$ cat src/rtl/vcache_pkg.sv
package vcache_pkg;

  typedef enum logic [1:0] {
    SRC_NONE = 2'd0,
    SRC_MAIN = 2'd1,
    SRC_VICT = 2'd2,
    SRC_MISS = 2'd3
  } src_e;

  // Strobes from the controller to the datapath for one cycle
  typedef struct packed {
    logic capture;   // latch the accepted request address
    logic swap;      // exchange the victim entry with the indexed set
    logic evict;     // move the indexed valid line to the victim entry, clear the set
    logic fill;      // write the returned line into the stored set
    logic respHit;   // register a word from the array or victim entry
    logic respFill;  // register a word from the returned line
  } strobe_t;

endpackage

$ cat src/rtl/vcache_data.sv
module vcache_data
  import vcache_pkg::*;
#(
  parameter int ADDR_W     = 16,
  parameter int LINE_BYTES = 8,
  parameter int SETS       = 4,
  parameter int WORD_W     = 32,
  localparam int OFF_W     = $clog2(LINE_BYTES),
  localparam int IDX_W     = $clog2(SETS),
  localparam int TAG_W     = ADDR_W - OFF_W - IDX_W,
  localparam int LADDR_W   = ADDR_W - OFF_W,
  localparam int LINE_W    = LINE_BYTES * 8,
  localparam int WORDS     = LINE_W / WORD_W,
  localparam int WSEL_W    = $clog2(WORDS),
  localparam int BSEL_W    = $clog2(WORD_W / 8)
) (
  input  logic               clk,
  input  logic               rstN,
  input  strobe_t            stb,
  input  logic [ADDR_W-1:0]  reqAddr,
  input  logic [LINE_W-1:0]  memRespData,
  output logic               mainHit,
  output logic               victHit,
  output logic [LADDR_W-1:0] missLine,
  output logic [WORD_W-1:0]  respData
);

  // Lookup fields from the live request, fill fields from the latched one
  logic [ADDR_W-1:0]  reqAddrQ;
  logic [IDX_W-1:0]   lkIdx, fIdx;
  logic [TAG_W-1:0]   lkTag, fTag;
  logic [LADDR_W-1:0] lkLine;
  logic [WSEL_W-1:0]  lkWsel, fWsel;
  logic               unusedBits;

  assign lkIdx    = reqAddr[OFF_W +: IDX_W];
  assign lkTag    = reqAddr[ADDR_W-1 -: TAG_W];
  assign lkLine   = reqAddr[ADDR_W-1 -: LADDR_W];
  assign lkWsel   = reqAddr[BSEL_W +: WSEL_W];
  assign fIdx     = reqAddrQ[OFF_W +: IDX_W];
  assign fTag     = reqAddrQ[ADDR_W-1 -: TAG_W];
  assign fWsel    = reqAddrQ[BSEL_W +: WSEL_W];
  assign missLine = reqAddrQ[ADDR_W-1 -: LADDR_W];
  assign unusedBits = ^{reqAddr[BSEL_W-1:0], reqAddrQ[BSEL_W-1:0]};

  always_ff @(posedge clk or negedge rstN) begin
    if (!rstN)            reqAddrQ <= '0;
    else if (stb.capture) reqAddrQ <= reqAddr;
  end

  // Main array storage
  logic [SETS-1:0]   lineValid;
  logic [TAG_W-1:0]  lineTag  [SETS];
  logic [LINE_W-1:0] lineData [SETS];

  // Victim entry
  logic               victValid;
  logic [LADDR_W-1:0] victLine;
  logic [LINE_W-1:0]  victData;

  // Per-set decode of the lookup and fill indices
  logic [SETS-1:0] selLk, selFill;
  for (genvar g = 0; g < SETS; g++) begin : g_setSel
    assign selLk[g]   = (lkIdx == IDX_W'(g));
    assign selFill[g] = (fIdx  == IDX_W'(g));
  end

  always_ff @(posedge clk or negedge rstN) begin
    if (!rstN) begin
      for (int s = 0; s < SETS; s++) begin
        lineValid[s] <= 1'b0;
        lineTag[s]   <= '0;
        lineData[s]  <= '0;
      end
    end else begin
      for (int s = 0; s < SETS; s++) begin
        if (stb.swap && selLk[s]) begin
          lineValid[s] <= 1'b1;
          lineTag[s]   <= lkTag;
          lineData[s]  <= victData;
        end else if (stb.fill && selFill[s]) begin
          lineValid[s] <= 1'b1;
          lineTag[s]   <= fTag;
          lineData[s]  <= memRespData;
        end else if (stb.evict && selLk[s]) begin
          lineValid[s] <= 1'b0;
        end
      end
    end
  end

  always_ff @(posedge clk or negedge rstN) begin
    if (!rstN) begin
      victValid <= 1'b0;
      victLine  <= '0;
      victData  <= '0;
    end else if (stb.swap) begin
      victValid <= lineValid[lkIdx];
      victLine  <= {lineTag[lkIdx], lkIdx};
      victData  <= lineData[lkIdx];
    end else if (stb.evict && lineValid[lkIdx]) begin
      victValid <= 1'b1;
      victLine  <= {lineTag[lkIdx], lkIdx};
      victData  <= lineData[lkIdx];
    end
  end

  assign mainHit = lineValid[lkIdx] && (lineTag[lkIdx] == lkTag);
  assign victHit = victValid && (victLine == lkLine);

  function automatic logic [WORD_W-1:0] pickWord(input logic [LINE_W-1:0] ln,
                                                 input logic [WSEL_W-1:0] sel);
    return ln[sel*WORD_W +: WORD_W];
  endfunction

  always_ff @(posedge clk or negedge rstN) begin
    if (!rstN)             respData <= '0;
    else if (stb.respHit)  respData <= mainHit ? pickWord(lineData[lkIdx], lkWsel)
                                               : pickWord(victData, lkWsel);
    else if (stb.respFill) respData <= pickWord(memRespData, fWsel);
  end

  AST_EXCLUSIVE: assert property (@(posedge clk) disable iff (!rstN)
    !(mainHit && victHit));

  AST_SWAP_OUT: assert property (@(posedge clk) disable iff (!rstN)
    (stb.swap && lineValid[lkIdx]) |=>
      (victValid && victLine == $past({lineTag[lkIdx], lkIdx})));

  AST_FILL_LANDS: assert property (@(posedge clk) disable iff (!rstN)
    stb.fill |=> (lineValid[$past(fIdx)] && lineTag[$past(fIdx)] == $past(fTag)));

  AST_EMPTY_KEEPS: assert property (@(posedge clk) disable iff (!rstN)
    (stb.evict && !lineValid[lkIdx]) |=> ($stable(victValid) && $stable(victLine)));

endmodule

$ cat src/rtl/vcache_ctrl.sv
module vcache_ctrl
  import vcache_pkg::*;
(
  input  logic    clk,
  input  logic    rstN,
  input  logic    reqValid,
  output logic    reqReady,
  input  logic    mainHit,
  input  logic    victHit,
  output logic    memReqValid,
  input  logic    memReqReady,
  input  logic    memRespValid,
  output strobe_t stb,
  output logic    respValid,
  output src_e    respStatus
);

  typedef enum logic [1:0] {S_IDLE, S_REQ, S_WAIT} state_e;

  state_e state, nextState;
  src_e   srcNext;

  always_comb begin
    stb       = '0;
    nextState = state;
    srcNext   = SRC_NONE;
    unique case (state)
      S_IDLE: begin
        if (reqValid) begin
          stb.capture = 1'b1;
          if (mainHit) begin
            stb.respHit = 1'b1;
            srcNext     = SRC_MAIN;
          end else if (victHit) begin
            stb.swap    = 1'b1;
            stb.respHit = 1'b1;
            srcNext     = SRC_VICT;
          end else begin
            stb.evict   = 1'b1;
            nextState   = S_REQ;
          end
        end
      end
      S_REQ: begin
        if (memReqReady) nextState = S_WAIT;
      end
      S_WAIT: begin
        if (memRespValid) begin
          stb.fill     = 1'b1;
          stb.respFill = 1'b1;
          srcNext      = SRC_MISS;
          nextState    = S_IDLE;
        end
      end
      default: nextState = S_IDLE;
    endcase
  end

  assign reqReady    = (state == S_IDLE);
  assign memReqValid = (state == S_REQ);

  always_ff @(posedge clk or negedge rstN) begin
    if (!rstN) begin
      state      <= S_IDLE;
      respValid  <= 1'b0;
      respStatus <= SRC_NONE;
    end else begin
      state      <= nextState;
      respValid  <= stb.respHit | stb.respFill;
      respStatus <= srcNext;
    end
  end

  AST_HIT_NO_MEM: assert property (@(posedge clk) disable iff (!rstN)
    (reqValid && reqReady && (mainHit || victHit)) |=> !memReqValid);

  AST_REQ_HOLD: assert property (@(posedge clk) disable iff (!rstN)
    (memReqValid && !memReqReady) |=> memReqValid);

  AST_BUSY_ON_MISS: assert property (@(posedge clk) disable iff (!rstN)
    (memReqValid || state == S_WAIT) |-> !reqReady);

  AST_RESP_SOURCE: assert property (@(posedge clk) disable iff (!rstN)
    respValid |-> (respStatus != SRC_NONE));

endmodule

$ cat src/rtl/vcache_top.sv
module vcache_top
  import vcache_pkg::*;
#(
  parameter int ADDR_W     = 16,
  parameter int LINE_BYTES = 8,
  parameter int SETS       = 4,
  parameter int WORD_W     = 32,
  localparam int OFF_W     = $clog2(LINE_BYTES),
  localparam int LADDR_W   = ADDR_W - OFF_W,
  localparam int LINE_W    = LINE_BYTES * 8
) (
  input  logic               clk,
  input  logic               rstN,
  input  logic               reqValid,
  output logic               reqReady,
  input  logic [ADDR_W-1:0]  reqAddr,
  output logic               respValid,
  output logic [WORD_W-1:0]  respData,
  output logic [1:0]         respStatus,
  output logic               memReqValid,
  input  logic               memReqReady,
  output logic [LADDR_W-1:0] memReqLine,
  input  logic               memRespValid,
  input  logic [LINE_W-1:0]  memRespData
);

  strobe_t stb;
  logic    mainHit, victHit;
  src_e    statusE;

  vcache_ctrl u_ctrl (
    .clk          (clk),
    .rstN         (rstN),
    .reqValid     (reqValid),
    .reqReady     (reqReady),
    .mainHit      (mainHit),
    .victHit      (victHit),
    .memReqValid  (memReqValid),
    .memReqReady  (memReqReady),
    .memRespValid (memRespValid),
    .stb          (stb),
    .respValid    (respValid),
    .respStatus   (statusE)
  );

  vcache_data #(
    .ADDR_W     (ADDR_W),
    .LINE_BYTES (LINE_BYTES),
    .SETS       (SETS),
    .WORD_W     (WORD_W)
  ) u_data (
    .clk         (clk),
    .rstN        (rstN),
    .stb         (stb),
    .reqAddr     (reqAddr),
    .memRespData (memRespData),
    .mainHit     (mainHit),
    .victHit     (victHit),
    .missLine    (memReqLine),
    .respData    (respData)
  );

  assign respStatus = statusE;

  AST_LINE_STABLE: assert property (@(posedge clk) disable iff (!rstN)
    (memReqValid && !memReqReady) |=> $stable(memReqLine));

endmodule

$ cat config.mk
export PLATFORM = sky130hd
export DESIGN_NAME = vcache_top
export DESIGN_NICKNAME = d
export VERILOG_FILES = /design/src/rtl/vcache_pkg.sv /design/src/rtl/vcache_data.sv /design/src/rtl/vcache_ctrl.sv /design/src/rtl/vcache_top.sv
export SDC_FILE = /design/constraint.sdc
export NUM_CORES = 1
export LEC_CHECK = 0
export ABC_AREA = 0
export BUFFER_PORTS_ARGS = -buffer_cell sky130_fd_sc_hd__buf_2
export CORE_ASPECT_RATIO = 1.1
export CORE_UTILIZATION = 60
export CTS_BUF_LIST = sky130_fd_sc_hd__clkbuf_4 sky130_fd_sc_hd__clkbuf_8 sky130_fd_sc_hd__clkbuf_16
export DETAILED_ROUTE_END_ITERATION = 10
export PLACE_DENSITY_LB_ADDON = 0.15
export RECOVER_POWER = 100
export SETUP_SLACK_MARGIN = 0.1
export SLEW_MARGIN = 0
export SYNTH_ARGS = -nofsm -noshare
export SYNTH_HDL_FRONTEND = slang
export SYNTH_SLANG_ARGS = --single-unit
$ cat constraint.sdc
create_clock -name clk -period 3.3 [get_ports clk]
set_input_delay 0 -clock clk [delete_from_list [all_inputs] [get_ports clk]]
set_output_delay 0 -clock clk [all_outputs]
set_load 0.005 [all_outputs]
-- Word level (Yosys, flattened, before mapping)
Index checks and enable logic that the tools add are counted.
- register bits after elaboration: 435
- output and inout port bits: 50
- mux-type cells: 66
- shift operators: 3
- reduce and logical (&&, ||, !) cells: 29
- bitwise logic cells: 2
- eq/ne operators: 15
- order comparisons: 2
- operators with widths (kind ; count):
    2-to-1 mux 64 bit ; 12
    indexed part select 64 x 7 -> 32 bit ; 3
    binary-select mux 64 bit (select 2 bit) ; 1
    2-to-1 mux 11 bit ; 10
    2-to-1 mux 32 bit ; 3
    2-to-1 mux 13 bit ; 2
    binary-select mux 11 bit (select 2 bit) ; 1
    2-to-1 mux 1 bit ; 22
    2-to-1 mux 2 bit ; 10
    logical AND 1 bit ; 15
    == test 13 bit ; 1
    nonzero test 2 bit ; 6
    nonzero test 3 bit ; 4
    == test 11 bit ; 1
    == test 2 bit, second input constant ; 5
    inequality test 2 bit, second input constant ; 4
    == test 2 x 1 -> 1 bit, second input constant ; 3
    zero test 2 bit ; 3
    2-to-1 mux 3 bit ; 2
    case mux 2 bit (3 select lines) ; 1
    AND reduction 5 bit ; 1
    case mux 2 bit (2 select lines) ; 1
    greater-or-equal comparator 3 bit, second input constant ; 1
    less-than comparator 2 x 3 -> 1 bit, second input constant ; 1
    other kinds (4) ; 4

-- Logic depth before layout (Yosys ltp)
- word-level depth: 13
- gate-level depth with buffers: 12
- gate-level depth less buffers: 7

-- By module
A second synthesis with hierarchy kept.
- cells, all modules: 2067
- area total of the unflattened synthesis: 22785.6 µm²
- by module, submodules not included (module ; instances ; area each (µm²) ; seq. area each (µm²) ; cells an instance):
    vcache_data ; 1 ; 22512.8 ; 10710.3 ; 2038
    vcache_ctrl ; 1 ; 272.8 ; 125.1 ; 29

-- Least setup slack after synthesis
Ideal clock, no wire load.
- path kind: reg2reg
- from: register u_data.lineTag[5] (netlist name)
- to: register u_data.lineData[205] (netlist name)
- path buffers: 2
- stages on the path, launching flop included: 10
- data arrival time: 2.459 ns
- slack: 0.723 ns
- path through: dfrtp_1 > mux4_2 > xnor2_1 > nand3_1 > a2111oi_4 > a211oi_1 > buf_2 > buf_1 > a22o_1 > a21o_1
- cells in the longest elaborated chain, start to end: 10
- elaborated cells between the ends (all ways): 11
- RTL lines (element ; line ; text):
    start, declared ; vcache_data.sv:53 ; logic [TAG_W-1:0] lineTag [SETS];
    start signal, assigned by index ; vcache_data.sv:79 ; lineTag[s] <= lkTag;
    start signal, assigned by index ; vcache_data.sv:83 ; lineTag[s] <= fTag;
    binary-select mux 11 bit (select 2 bit) * ; vcache_data.sv:108 ; assign mainHit = lineValid[lkIdx] && (lineTag[lkIdx] == lkTag);
    2-to-1 mux 11 bit (implied by the code) * (2 in a row) ; vcache_data.sv:108 ;
    == test 11 bit * ; vcache_data.sv:108 ;
    logical AND 1 bit * ; vcache_data.sv:108 ;
    2-to-1 mux 2 bit * ; vcache_ctrl.sv:31 ; if (mainHit) begin
    2-to-1 mux 3 bit * ; vcache_ctrl.sv:29 ; if (reqValid) begin
    2-to-1 mux 3 bit * ; vcache_ctrl.sv:27 ; unique case (state)
    logical AND 1 bit * ; vcache_data.sv:77 ; if (stb.swap && selLk[s]) begin
    2-to-1 mux 64 bit or nonzero test 2 bit (tied branches) ; - ;
    end signal, assigned by index ; vcache_data.sv:80 ; lineData[s] <= victData;
    end signal, assigned by index ; vcache_data.sv:84 ; lineData[s] <= memRespData;
    end, declared ; vcache_data.sv:54 ; logic [LINE_W-1:0] lineData [SETS];
Every way passes the cells marked *; elsewhere a longest branch is shown, timed or not. The select of a mux whose other input is x is not followed.
A chain may end at the register's enable or synchronous reset.

-- Worst setup path in the final report
- from: register u_data.lineTag[18] (netlist name)
- to: register u_data.lineData[90] (netlist name)
The elaborated chain is that of the path after synthesis.

==> summary.md <==
| Metric | Value |
|---|---|
| Status | `finished, violations left` |
| Failing checks | `max-capacitance violations, max-slew violations` |
| FF-to-FF path depth | `9` |
| Diode count | `0` |
| Count of different cell masters after synthesis | `39` |
| Chip Width | `184 µm` |
| Layout Cells excl Fill | `between 2000 and 2500` |
| DRT Wirelength | `66.3 mm` |
| Initial drt markers | `1744` |
| Worst reg2reg path endpoint | `u_data.lineData[90]$_DFFE_PN0P_` |
| Clock root cell | `clkbuf_16` |
| Filler Cell Count | `2532` |
| I/O Buffers | `132` |
| Core Util, Final | `0.715` |
| Hold Crit Class | `input port to register` |
| Critical Path AT | `between 3000 and 4000 ps` |
| Residual DRC | `0` |
| TritonCTS Sinks | `433` |
| Comb pwr share | `0.271` |
| Placed Instances | `2280` |
| First-pass GRT wire length | `103 mm` |
| Syn avg cell area | `12.2 µm²` |
| Synth-to-Final Area Change | `16.4%` |
| Count leader, synth | `dfrtp_1` |
| Synth warnings | `0` |
| Vias in the first global route | `17795` |
| Syn Nets | `1871` |
| Worst Path Max Fanout | `17` |
| Max-slew headroom | `-0.849` |
| CP required | `3730 ps` |
| Startpoint Class | `register` |
| Largest net degree at the start of global routing | `between 100 and 150` |
| Fin nets | `between 2000 and 2500` |
| Top Metal Used | `met5` |
| Layout cells sized above 1 | `0.219` |
| H-tree depth | `2` |
| Tmin final | `3080 ps` |
| Hold Startpoint | `reqAddr[3]` |
| Setup Viol. Count Final | `0` |
| Core footprint | `between 30000 and 40000 µm²` |
| CTS max path bufs | `3` |
| Clk_skew | `20.1 ps` |
| Pint | `13.9 mW` |
| Top cells by area, synth | `dfrtp_1 (50%), a22o_1 (12%), a21o_1 (10%), mux4_2 (7.4%), mux2_2 (4.2%)` |
| Synthesis-stage register bit count | `about 430` |
| Drt first pass iters | `6` |
| Drt wl/cell | `approximately 27 µm` |
| Peak supply drop | `around 660 µV` |
| Hold Path Stages | `3` |
| Total CTS buffers | `45` |
| Synth top cells by count | `dfrtp_1 (433), a22o_1 (299), a21o_1 (298)` |
| Total I/O pin count | `135` |
| # resized after CTS | `0` |
| Metal3 WL | `between 6 and 7 mm` |
| Post-route ant nets | `0` |
| Row count | `72` |
| Chip height | `slightly above 200 µm` |
| Hold endpoint | `u_data.victLine[10]$_DFFE_PN0P_` |
| Psw | `6.44 mW` |
| CP endpoint kind | `register` |
| Register share of total power | `0.462` |
| Endpoints failing hold | `0` |
| TNS Setup | `0 ps` |
| Cell count after synthesis | `1786` |
| Dominant cell type by area after synthesis | `dfrtp_1` |
| # Post-CTS Setup Buffers | `0` |
| RSZ-0062 raised after global routing | `false` |
| CTS tree | `built` |
| Clk slew on worst S/H paths | `60 ps` |
| Final slew viol count | `96` |
| P per Cell Area | `801 nW/µm²` |
| Starting density of the core | `0.614` |
| Post-detail-place hpwl | `35.9 mm` |
| Max-cap violations | `1` |
| F_max | `324 MHz` |
| Clk pwr share | `0.267` |
| Initial antenna violation count | `1` |
| Number of enable flip-flop cells after synthesis | `0` |
| Clk Latency, worst-skew pair | `560 ps` |
| Worst Tran Pin Value | `2770 ps` |
| FFs w/ async S/R, synth | `1.00` |
| Setup slack, reg-to-reg | `220 ps` |
| Final period util | `0.934` |
| Grt ovf | `0` |
| Full die area | `37100 µm²` |
| Synth Cell Area | `21800 µm²` |
| Met2 wire len | `32.0 mm` |
| Yosys top cell area share | `0.497` |
| GRT Total Usage | `0.363` |
| WL met1 | `25.5 mm` |
| Via count | `about 17000` |
| Reg-to-reg startpoint | `u_data.lineTag[18]$_DFFE_PN0P_` |
| Net switching share of the total power | `0.317` |
| Vias per Instance | `6.97` |
| Ys flop type | `dfrtp_1` |
| Fin Hold WS | `roughly 17 ps` |
| Design Power | `20.3 mW` |
| CP Class | `register to register` |
| Seq/Total Area, Yosys | `0.497` |
| Placer congestion estimate | `0.826` |
| Leakage | `13.3 nW` |
how the worst max path moves through the flow:
stage | from | endpoint | slack, ps | depth (start not counted)
floorplan | u_data.lineTag[5]$_DFFE_PN0P_ | u_data.lineData[205]$_DFFE_PN0P_ | 720 | 9
global placement | u_data.victLine[12]$_DFFE_PN0P_ | u_data.lineData[85]$_DFFE_PN0P_ | 390 | 6
detailed placement | u_data.victLine[9]$_DFFE_PN0P_ | u_data.lineData[85]$_DFFE_PN0P_ | 370 | 6
CTS | u_data.victLine[9]$_DFFE_PN0P_ | u_data.lineData[85]$_DFFE_PN0P_ | 330 | 6
global route | u_data.lineTag[38]$_DFFE_PN0P_ | u_data.lineData[24]$_DFFE_PN0P_ | 120 | 9
finish | u_data.lineTag[18]$_DFFE_PN0P_ | u_data.lineData[90]$_DFFE_PN0P_ | 220 | 9
cell type report:
| cell class | instances | area [µm²] | share of cell area |
|---|---|---|---|
| Sequential cell | 433 | 10800 | 0.427 |
| Multi-Input combinational cell | 1163 | 10200 | 0.402 |
| Timing Repair Buffer | 277 | 2120 | 0.0836 |
| Clock buffer | 66 | 1380 | 0.0542 |
| Tap cell | 481 | 602 | 0.0237 |
| Clock inverter | 17 | 220 | 0.00867 |
| Inverter | 6 | 22.5 | 0.000887 |
through the flow:
step / area, µm² / worst slack [ps]
global placement: 23200 / 387
floorplan: 21800 / 723
global route: 25400 / 117
detailed placement: 23200 / 373
CTS: 25600 / 331
finish: 25400 / 218
cell families (layout without fill, tap and decap cells):
family	after synthesis	after routing	share of synthesized area
compound gates	678	678	0.258
flops	433	433	0.497
mux	234	234	0.153
simple gates	226	226	0.0444
buf+inv	190	366	0.0378
xor+xnor	25	25	0.0100
state kept, by name (all words and copies together), names as in the netlist:
| name | cells |
|---|---|
| u_data.lineTag | 44 |
| u_ctrl.respValid | 1 |
| u_ctrl.state | 2 |
| u_data.victData | 64 |
| u_data.victValid | 1 |
| u_data.lineValid | 4 |
| u_data.lineData | 256 |
| u_data.victLine | 13 |
| u_data.respData | 32 |
| u_ctrl.respStatus | 2 |
| u_data.reqAddrQ | 14 |
power by group through the flow:
stage                     sequential (mW)  combinational, mW  clock (mW)
after floorplan                      8.80               4.07           0
after global placement               9.25               5.25           0
after detailed placement             9.38               5.45           0
after CTS                            9.31               5.57        5.49
after global routing                 9.62               5.95        5.70
final                                9.40               5.51        5.44
metal layers:
layer	up-vias	global-route usage
met5	-	0
met4	2	0.129
met3	166	0.0730
met2	1040	0.589
met1	8735	0.486
li1	7077	-
repair_timing:
action                     4_1_cts  5_1_grt
hold buffers                    80        0
hold endpoints to repair       430        0
setup endpoints to repair        0        0
layout by cell type (no fill, tap or decap), types with 6 or more instances in the layout:
cell type        n
o21ai_0          6
xnor2_1         23
buf_4           38
clkinv_2        10
nor2_1         109
dfrtp_1        432
o2bb2ai_1       32
a221o_1         32
nand3_1          6
clkbuf_2         7
nor3_1          32
buf_12          16
mux2i_1         81
clkbuf_16       47
a22o_1         299
dlygate4sd3_1   80
clkbuf_1        21
mux4_2          72
inv_1            6
buf_2          107
nand2_1         48
mux2_2          81
a21o_1         298
clkbuf_8         9
clkbuf_4        12
worst max-delay path, cell delays in order (launching register included):
cell and delay [ps]:
dfrtp_1 390, mux4_2 490, xnor2_1 240, nand3_1 150, a2111oi_0 470, buf_4 250, a211oi_2 130, clkbuf_2 380
a22o_1 300, a21o_1 160
No activity file was read; power rests on OpenSTA's default activity.
